### config.mk
export PLATFORM = sky130hd
export DESIGN_NAME = tloop_mode_ctrl
export DESIGN_NICKNAME = d
export VERILOG_FILES = /design/src/rtl/tloop_pkg.sv /design/src/rtl/tloop_lock_timer.sv /design/src/rtl/tloop_force_dec.sv /design/src/rtl/tloop_mode_next.sv /design/src/rtl/tloop_mode_ctrl.sv
export SDC_FILE = /design/constraint.sdc
export NUM_CORES = 1
export LEC_CHECK = 0
export ABC_AREA = 1
export BUFFER_PORTS_ARGS = -buffer_cell sky130_fd_sc_hd__buf_4
export CORE_MARGIN = 2
export CORE_UTILIZATION = 65
export CTS_CLUSTER_DIAMETER = 40
export DETAILED_ROUTE_END_ITERATION = 6
export PLACE_DENSITY = 0.92
export SLEW_MARGIN = 5
export SYNTH_ARGS = -nofsm -noshare
export SYNTH_HDL_FRONTEND = slang
export SYNTH_SLANG_ARGS = --single-unit
### constraint.sdc
create_clock -name clk_i -period 4.4 [get_ports clk_i]
set_input_delay 0.66 -clock clk_i [delete_from_list [all_inputs] [get_ports clk_i]]
set_output_delay 0.66 -clock clk_i [all_outputs]
set_load 0.01 [all_outputs]
### src/rtl/tloop_pkg.sv
package tloop_pkg;
  typedef enum logic [2:0] {
    ST_FREE  = 3'b001,
    ST_HOLD  = 3'b010,
    ST_LOCK  = 3'b100,
    ST_PRE   = 3'b101,
    ST_PRE2  = 3'b110,
    ST_PHLOS = 3'b111
  } mode_e;

  function automatic logic code_legal(logic [2:0] c);
    return (c != 3'b000) && (c != 3'b011);
  endfunction

  function automatic logic is_pre(logic [2:0] c);
    return (c == ST_PRE) || (c == ST_PRE2);
  endfunction
endpackage

### src/rtl/tloop_lock_timer.sv
module tloop_lock_timer #(
  parameter int unsigned LOCK_TIMEOUT = 32'd100_000_000
) (
  input  logic clk_i,
  input  logic rst_ni,
  input  logic restart_i,
  input  logic run_i,
  output logic expired_o
);
  localparam int unsigned LIMIT = (LOCK_TIMEOUT > 1) ? LOCK_TIMEOUT - 1 : 0;
  localparam int unsigned CW    = (LOCK_TIMEOUT > 2) ? $clog2(LOCK_TIMEOUT) : 1;
  localparam logic [CW-1:0] LIM_C = CW'(LIMIT);

  logic [CW-1:0] cnt_q;

  always_ff @(posedge clk_i or negedge rst_ni) begin
    if (!rst_ni)                       cnt_q <= '0;
    else if (restart_i)                cnt_q <= '0;
    else if (run_i && cnt_q != LIM_C)  cnt_q <= cnt_q + 1'b1;
  end

  assign expired_o = run_i && (cnt_q == LIM_C);

  // counter never runs past its limit
  a_r12_cnt_bound: assert property (@(posedge clk_i) disable iff (!rst_ni)
    cnt_q <= LIM_C);
  // restart always lands on zero
  a_r12_restart_zero: assert property (@(posedge clk_i) disable iff (!rst_ni)
    restart_i |=> cnt_q == '0);
endmodule

### src/rtl/tloop_force_dec.sv
module tloop_force_dec (
  input  logic       force_en_i,
  input  logic       force_wr_i,
  input  logic [2:0] force_state_i,
  output logic       take_o,
  output logic       hold_auto_o
);
  import tloop_pkg::*;
  assign hold_auto_o = force_en_i;
  assign take_o      = force_en_i && force_wr_i && code_legal(force_state_i);
endmodule

### src/rtl/tloop_mode_next.sv
module tloop_mode_next (
  input  logic [2:0] state_i,
  input  logic       ref_sel_i,
  input  logic       ref_valid_i,
  input  logic       loop_lock_i,
  input  logic       phase_lost_i,
  input  logic       expired_i,
  input  logic       hold_auto_i,
  input  logic       take_i,
  input  logic [2:0] force_state_i,
  output logic [2:0] state_d_o,
  output logic       reselect_d_o
);
  import tloop_pkg::*;

  logic lock_ok;
  assign lock_ok = ref_sel_i && loop_lock_i;

  always_comb begin
    state_d_o    = state_i;
    reselect_d_o = 1'b0;
    if (hold_auto_i) begin
      if (take_i) state_d_o = force_state_i;
    end else begin
      unique case (state_i)
        ST_FREE:  if (ref_sel_i) state_d_o = ST_PRE;
        ST_PRE: begin
          if (lock_ok) state_d_o = ST_LOCK;
          else if (expired_i) begin
            state_d_o    = ST_FREE;
            reselect_d_o = 1'b1;
          end
        end
        ST_PRE2: begin
          if (lock_ok) state_d_o = ST_LOCK;
          else if (expired_i) begin
            state_d_o    = ST_HOLD;
            reselect_d_o = 1'b1;
          end
        end
        ST_LOCK: begin
          if (!ref_valid_i)      state_d_o = ST_HOLD;
          else if (phase_lost_i) state_d_o = ST_PHLOS;
        end
        ST_PHLOS: begin
          if (!ref_valid_i)                      state_d_o = ST_HOLD;
          else if (loop_lock_i && !phase_lost_i) state_d_o = ST_LOCK;
        end
        ST_HOLD:  if (ref_sel_i && ref_valid_i) state_d_o = ST_PRE2;
        default:  state_d_o = ST_FREE;
      endcase
    end
  end
endmodule

### src/rtl/tloop_mode_ctrl.sv
module tloop_mode_ctrl #(
  parameter int unsigned LOCK_TIMEOUT = 32'd100_000_000
) (
  input  logic       clk_i,
  input  logic       rst_ni,
  input  logic       ref_sel_i,
  input  logic       ref_valid_i,
  input  logic       loop_lock_i,
  input  logic       phase_lost_i,
  input  logic       force_en_i,
  input  logic       force_wr_i,
  input  logic [2:0] force_state_i,
  output logic [2:0] state_o,
  output logic       reselect_o
);
  import tloop_pkg::*;

  logic [2:0] state_q, state_d;
  logic       resel_q, resel_d;
  logic       expired, take, hold_auto;

  tloop_force_dec u_force (
    .force_en_i   (force_en_i),
    .force_wr_i   (force_wr_i),
    .force_state_i(force_state_i),
    .take_o       (take),
    .hold_auto_o  (hold_auto)
  );

  tloop_lock_timer #(.LOCK_TIMEOUT(LOCK_TIMEOUT)) u_timer (
    .clk_i    (clk_i),
    .rst_ni   (rst_ni),
    .restart_i(state_d != state_q),
    .run_i    (is_pre(state_q)),
    .expired_o(expired)
  );

  tloop_mode_next u_next (
    .state_i      (state_q),
    .ref_sel_i    (ref_sel_i),
    .ref_valid_i  (ref_valid_i),
    .loop_lock_i  (loop_lock_i),
    .phase_lost_i (phase_lost_i),
    .expired_i    (expired),
    .hold_auto_i  (hold_auto),
    .take_i       (take),
    .force_state_i(force_state_i),
    .state_d_o    (state_d),
    .reselect_d_o (resel_d)
  );

  always_ff @(posedge clk_i or negedge rst_ni) begin
    if (!rst_ni) begin
      state_q <= ST_FREE;
      resel_q <= 1'b0;
    end else begin
      state_q <= state_d;
      resel_q <= resel_d;
    end
  end

  assign state_o    = state_q;
  assign reselect_o = resel_q;

  a_r2_legal_code: assert property (@(posedge clk_i) disable iff (!rst_ni)
    code_legal(state_q));
  a_r3_free_exit: assert property (@(posedge clk_i) disable iff (!rst_ni)
    (state_q == ST_FREE && !force_en_i && ref_sel_i) |=> state_q == ST_PRE);
  a_r4_lock_entry: assert property (@(posedge clk_i) disable iff (!rst_ni)
    (is_pre(state_q) && !force_en_i && ref_sel_i && loop_lock_i) |=> state_q == ST_LOCK);
  a_r5_pre_fallback: assert property (@(posedge clk_i) disable iff (!rst_ni)
    (state_q == ST_PRE && !force_en_i && !(ref_sel_i && loop_lock_i) && expired)
      |=> (state_q == ST_FREE && reselect_o));
  a_r6_pre2_fallback: assert property (@(posedge clk_i) disable iff (!rst_ni)
    (state_q == ST_PRE2 && !force_en_i && !(ref_sel_i && loop_lock_i) && expired)
      |=> (state_q == ST_HOLD && reselect_o));
  a_r8_ref_loss: assert property (@(posedge clk_i) disable iff (!rst_ni)
    ((state_q == ST_LOCK || state_q == ST_PHLOS) && !force_en_i && !ref_valid_i)
      |=> state_q == ST_HOLD);
  a_r10_forced_write: assert property (@(posedge clk_i) disable iff (!rst_ni)
    (force_en_i && force_wr_i && code_legal(force_state_i))
      |=> (state_q == $past(force_state_i) && !reselect_o));
  a_r11_bad_write: assert property (@(posedge clk_i) disable iff (!rst_ni)
    (force_en_i && !(force_wr_i && code_legal(force_state_i))) |=> $stable(state_q));
  a_r5_pulse_place: assert property (@(posedge clk_i) disable iff (!rst_ni)
    reselect_o |-> (state_q == ST_FREE || state_q == ST_HOLD));
endmodule

# Yosys cells after proc, flatten, opt, wreduce, memory -nomap -nowiden
# Index checks and enable logic that the tools add are counted.
[totals]
word_cells = 46
regBits = 31
in_bits = 11
[classes]
add_sub_neg = 1
eq_ne = 10
n_mux = 19
reduce_logical = 13
[ops]
columns = ["cell", "n"]
rows = [
  ["$mux W27", 2],
  ["$mux W3", 12],
  ["$add A27 B1 Y27 const B", 1],
  ["$eq A27 B27 Y1 const B", 1],
  ["$ne A27 B27 Y1 const B", 1],
  ["$pmux W3 S6", 1],
  ["$eq A3 B3 Y1 const B", 4],
  ["$logic_and A1 B1 Y1", 8],
  ["$mux W1", 4],
  ["$eq A3 B1 Y1 const B", 1],
  ["$eq A3 B2 Y1 const B", 1],
  ["$ne A3 B2 Y1 const B", 1],
  ["$ne A3 B3 Y1", 1],
  ["$reduce_bool A3 Y1", 1],
  ["$reduce_bool A2 Y1", 1],
  ["$reduce_or A2 Y1", 1],
  ["$logic_not A1 Y1", 1],
  ["$logic_or A1 B1 Y1", 1],
]

# Logic depth before layout (Yosys ltp)
[logic_depth]
ltp_word = 9
depth_mapped = 14
ltp_nobuf = 13

# Cells and area by module
# A second synthesis with hierarchy kept.
[hier_totals]
hier_cells = 390
hier_area_um2 = 2392.3
[by_module_without_submodules]
columns = ["mod", "area_per_inst_um2", "n_inst", "cells_per_inst"]
rows = [
  ["tloop_lock_timer", 1971.9, 1, 316],
  ["tloop_mode_next", 215.2, 1, 48],
  ["tloop_mode_ctrl", 167.7, 1, 18],
  ["tloop_force_dec", 37.5, 1, 8],
]

# Worst setup path before layout
# OpenSTA, ideal clock, no wires.
[synth_timing]
kind = "input -> register"
startpoint = "input port force_state_i[1]"
endpoint = "register u_timer.cnt_q[11]"
required_time_ns = 4.332
path_buffers = 1
cell_stages = 13
t_arrival_ns = 1.771
path_slack_ns = 2.561
setup_time_ns = 0.068
cell_sequence = "inv_1 nand2_1 nand3_1 nand2_1 o21ai_0 nand2_1 nand2_1 nand2_1 nand2_1 nor2_4 nand3_4 buf_12 nor2_4"
[synth_via]
elab_chain_cells = 7
elab_cells_between_ends = 9
cone_classes = "2 x eq/ne; 3 x mux; 4 x reduce/logical"
[synth_lines]
columns = ["item", "line", "rtl"]
rows = [
  ["start: declaration", "tloop_mode_ctrl.sv:12", "input logic [2:0] force_state_i,"],
  ["$ne A3 B2 Y1 / $reduce_bool A3 Y1 (equally long branches)", "tloop_pkg.sv:12", "return (c != 3'b000) && (c != 3'b011);"],
  ["$logic_and A1 B1 Y1 (*)", "tloop_pkg.sv:12", ""],
  ["$logic_and A1 B1 Y1 (*)", "tloop_force_dec.sv:10", "assign take_o = force_en_i && force_wr_i && code_legal(force_state_i);"],
  ["$mux W3 (*)", "tloop_mode_next.sv:23", "if (take_i) state_d_o = force_state_i;"],
  ["$mux W3 (*)", "tloop_mode_next.sv:22", "if (hold_auto_i) begin"],
  ["net state_d[0]", "tloop_mode_ctrl.sv:18", "logic [2:0] state_q, state_d;"],
  ["$ne A3 B3 Y1 (*)", "tloop_mode_ctrl.sv:33", ".restart_i(state_d != state_q),"],
  ["$mux W27 / $reduce_bool A2 Y1 (equally long branches)", "-", ""],
  ["end signal: assignment", "tloop_lock_timer.sv:19", "else if (run_i && cnt_q != LIM_C) cnt_q <= cnt_q + 1'b1;"],
  ["end: declaration", "tloop_lock_timer.sv:14", "logic [CW-1:0] cnt_q;"],
]
# Mark *: on every way through the listed nets, which the timed path passes. The rest lies on a longest branch.
# A chain may end at the register's enable or synchronous reset.

# Worst setup path after layout
[layout_timing]
startpoint = "register u_timer.cnt_q[0]"
endpoint = "register u_timer.cnt_q[12]"
[layout_via]
elab_chain_cells = 8
elab_cells_between_ends = 15
cone_classes = "1 x add/sub; 3 x eq/ne; 8 x mux; 3 x reduce/logical"
[layout_lines]
columns = ["item", "line", "rtl"]
rows = [
  ["$eq A27 B27 Y1 (*)", "tloop_lock_timer.sv:22", "assign expired_o = run_i && (cnt_q == LIM_C);"],
  ["$logic_and A1 B1 Y1 (*)", "tloop_lock_timer.sv:22", ""],
  ["$mux W3 (on tied branches)", "tloop_mode_next.sv:36, tloop_mode_next.sv:29", ""],
  ["$mux W3 (on tied branches)", "tloop_mode_next.sv:35, tloop_mode_next.sv:28", ""],
  ["$pmux W3 S6 (*)", "tloop_mode_next.sv:25", "unique case (state_i)"],
  ["$mux W3 (*)", "tloop_mode_next.sv:22", ""],
  ["net state_d[2]", "tloop_mode_ctrl.sv:18", ""],
  ["$ne A3 B3 Y1 (*)", "tloop_mode_ctrl.sv:33", ""],
  ["$mux W27 / $reduce_bool A2 Y1 (equally long branches)", "-", ""],
]
# Mark *: on every way through the listed nets, which the timed path passes. The rest lies on a longest branch. The select of a mux whose other input is x is not followed.

==> impl_results.md <==
* WL final at 4.06 mm
* # setup viols final at 0
* Wirelength per Cell at between 10 and 15 µm
* Remaining DRCs at 0
* Critical path startpoint category: register
* Mapped Avg Cell Area at between 7 and 8 µm²
* RSZ-0062 raised after global routing: false
* Row count at 20
* Hpwl dp at 2.98 mm
* Buffers on Ports at 14
* Max IR drop VDD at 556 µV
* Post-route ant nets at 0
* Period minus WS final at 2.33 ns
* CP arrival at 2.57 ns
* Setup_tns at 0 ns
* Data required, critical path at 4.64 ns
* Area Overhead vs Synth at 6.99%
* Final instance area at 2320 µm²
* Largest net degree at the start of global routing at 32
* Vias in the first global route at 1712
* Worst Path Class, Setup: reg -> reg
* Leakage at ~0.96 nW
* Synth cell types at 25
* Placed Area at 2270 µm²
* Placer Congestion at 0.851
* Post-CTS Setup Inserts at 0
* Cts bufs inserted at 5
* Fmax at 0.430 GHz
* Outcome: finished clean
* Critical path, cell by cell: ha_1 -> nand2_1 -> nor2_1 -> nand2_1 -> nor2_1 -> nand3_1 -> nand2_1 -> nand2_1 -> nand2_1 -> nand2_2 -> nand2_2 -> nand3_4 -> nor2_1
* First-pass GRT wire length at 6.96 mm
* Full die area at 3810 µm²
* Ports at 15
* Grt ovf at 0
* Die width at between 60 and 70 µm
* Slew headroom at 0.527
* CTS tree: built
* Later-pin clock latency in the skew report at about 0.34 ns
* Max Root-Sink Buffers at 2
* Max Cap Viol at 0
* Synth Register Bits at 31
* Hold WS at about 0.24 ns
* Slowest-stage cell, CP: nand3_4
* Vias at ~1800
* Cts hold-fix bufs at 0
* Total GRT Usage at 0.248
* Share of cells above drive strength 1 at 0.203
* Core Area at 3100 µm²
* Sequential cell area fraction in the yosys report at 0.359
* Final Hold Viols at 0
* Final Skew at 0.0120 ns
* Slew of the pin with the lowest slew margin at 0.710 ns
* CP max FO at 27
* Pwr dens at 398 nW/µm²
* Initial DRC count at 138
* Clk slew on worst S/H paths at approximately 0.10 ns
* Initial antenna violation count at 0
* Diode count at 0
* Hold Path Class: in -> async
* Nets at 311
* H-Tree Depth at 2
* DR pass1 iterations at 5
* Syn Inst Count at 282
* CP peak stage delay at roughly 0.50 ns
* Final core utilization at 0.747
* Syn Std Cell Area at 2170 µm²
* Cell repeated most along the worst path: nand2_1
* Synth warnings at 0
* Initial Utilization at 0.698
* Final max-slew violation count at 0
* Crit. End Element: register
* Post-CTS resize count at 0
* CTS Sinks at 31
* Vias per inst at approximately 5.3
* Root Buffer: clkbuf_4
* Final Cycle Share at 0.529
* Chip height at approximately 60 µm
* Syn_nets at 294
==> per-stage QoR <==
step	std cells	setup WS (ns)	total power (W)
after CTS	344	2.05	0.000926
after floorplan	282	2.56	0.000751
after global placement	336	2.04	0.000756
after global routing	344	1.85	0.000983
after detailed placement	336	1.91	0.000766
final	344	2.07	0.000921
==> layer usage <==
metal / share of wire / up-vias / global-route usage / wire, µm
li1: - / 913 / - / -
met1: 0.45 / 859 / 0.293 / 1840
met2: 0.49 / 44 / 0.421 / 1980
met3: 0.039 / 9 / 0.0683 / 159
met4: 0.018 / 0 / 0.112 / 74
met5: 0 / - / 0 / 0
==> worst max-delay path, delay by kind of cell (launching register included) <==
kind          cells  cell delay (ns)
flops             1             0.39
simple gates     12             1.66
fa+ha+maj         1             0.18
==> kinds of logic after synthesis <==
| group | count (synthesis) | synth area share |
|---|---|---|
| AND/OR/NAND/NOR | 185 | 0.441 |
| buffers and inverters | 37 | 0.0843 |
| flip-flops | 31 | 0.359 |
| XOR/XNOR | 22 | 0.0890 |
| AO/OA/AOI/OAI | 6 | 0.0208 |
| adder cells (fa/ha/maj) | 1 | 0.00578 |
==> final cells by class <==
| class | count | area (µm²) |
|---|---|---|
| clock buffer | 7 | 45.0 |
| clock inverter | 1 | 5.00 |
| fill | 242 | 786 |
| inverter | 33 | 124 |
| multi-input combinational | 214 | 1210 |
| sequential | 31 | 777 |
| tap | 44 | 55.1 |
| timing repair buffer | 14 | 105 |
==> layout by cell type, fill, tap and decap left out, types with 2 or more instances in the layout <==
master,n
nand2_2,8
a21oi_2,2
clkbuf_1,2
nand4_1,9
inv_2,4
clkbuf_4,5
nand3_1,25
nor3_1,5
dfrtp_1,30
nor2_4,21
nor2_1,37
xnor2_1,6
xor2_1,16
nand2_1,75
nor2_2,3
buf_4,14
inv_1,29
==> power by group <==
group          switching, W  internal (W)  leakage [nW]
sequential        0.0000340      0.000305         0.426
clock             0.0000971     0.0000622        0.0293
combinational      0.000311      0.000112         0.507
==> synthesized netlist by cell type (all sizes together) <==
master  instances  area share
a21oi           2      0.0081
a31oi           1      0.0029
buf             4       0.027
dfrtp          30        0.35
dfstp           1       0.012
ha              1      0.0058
inv            33       0.057
nand2          83        0.15
nand3          26       0.066
nand4           9       0.026
nor2           61        0.18
nor3            5       0.012
nor4            1      0.0029
o211ai          1      0.0035
o21ai           2      0.0064
xnor2           6       0.024
xor2           16       0.065
==> flip-flops by register name, indices dropped and copies added (netlist names) <==
register,cells
state_o,3
u_timer.cnt_q,27
reselect_o,1
==> path summary, 6_finish.rpt <==
kind	endpoint	startpoint	depth (start not counted)	slack (ns)
worst max-delay path	u_timer.cnt_q[12]$_DFFE_PN0P_	u_timer.cnt_q[0]$_DFFE_PN0P_	13	2.07
worst min-delay path	u_timer.cnt_q[18]$_DFFE_PN0P_	rst_ni	1	0.24
worst max register to register	u_timer.cnt_q[12]$_DFFE_PN0P_	u_timer.cnt_q[0]$_DFFE_PN0P_	13	2.07
worst min register to register	u_timer.cnt_q[14]$_DFFE_PN0P_	u_timer.cnt_q[14]$_DFFE_PN0P_	2	0.60
max in group asynchronous	state_o[0]$_DFF_PN1_	rst_ni	1	3.83
min in group clk_i	u_timer.cnt_q[14]$_DFFE_PN0P_	u_timer.cnt_q[14]$_DFFE_PN0P_	2	0.60
Power figures use the tool's default switching activity.
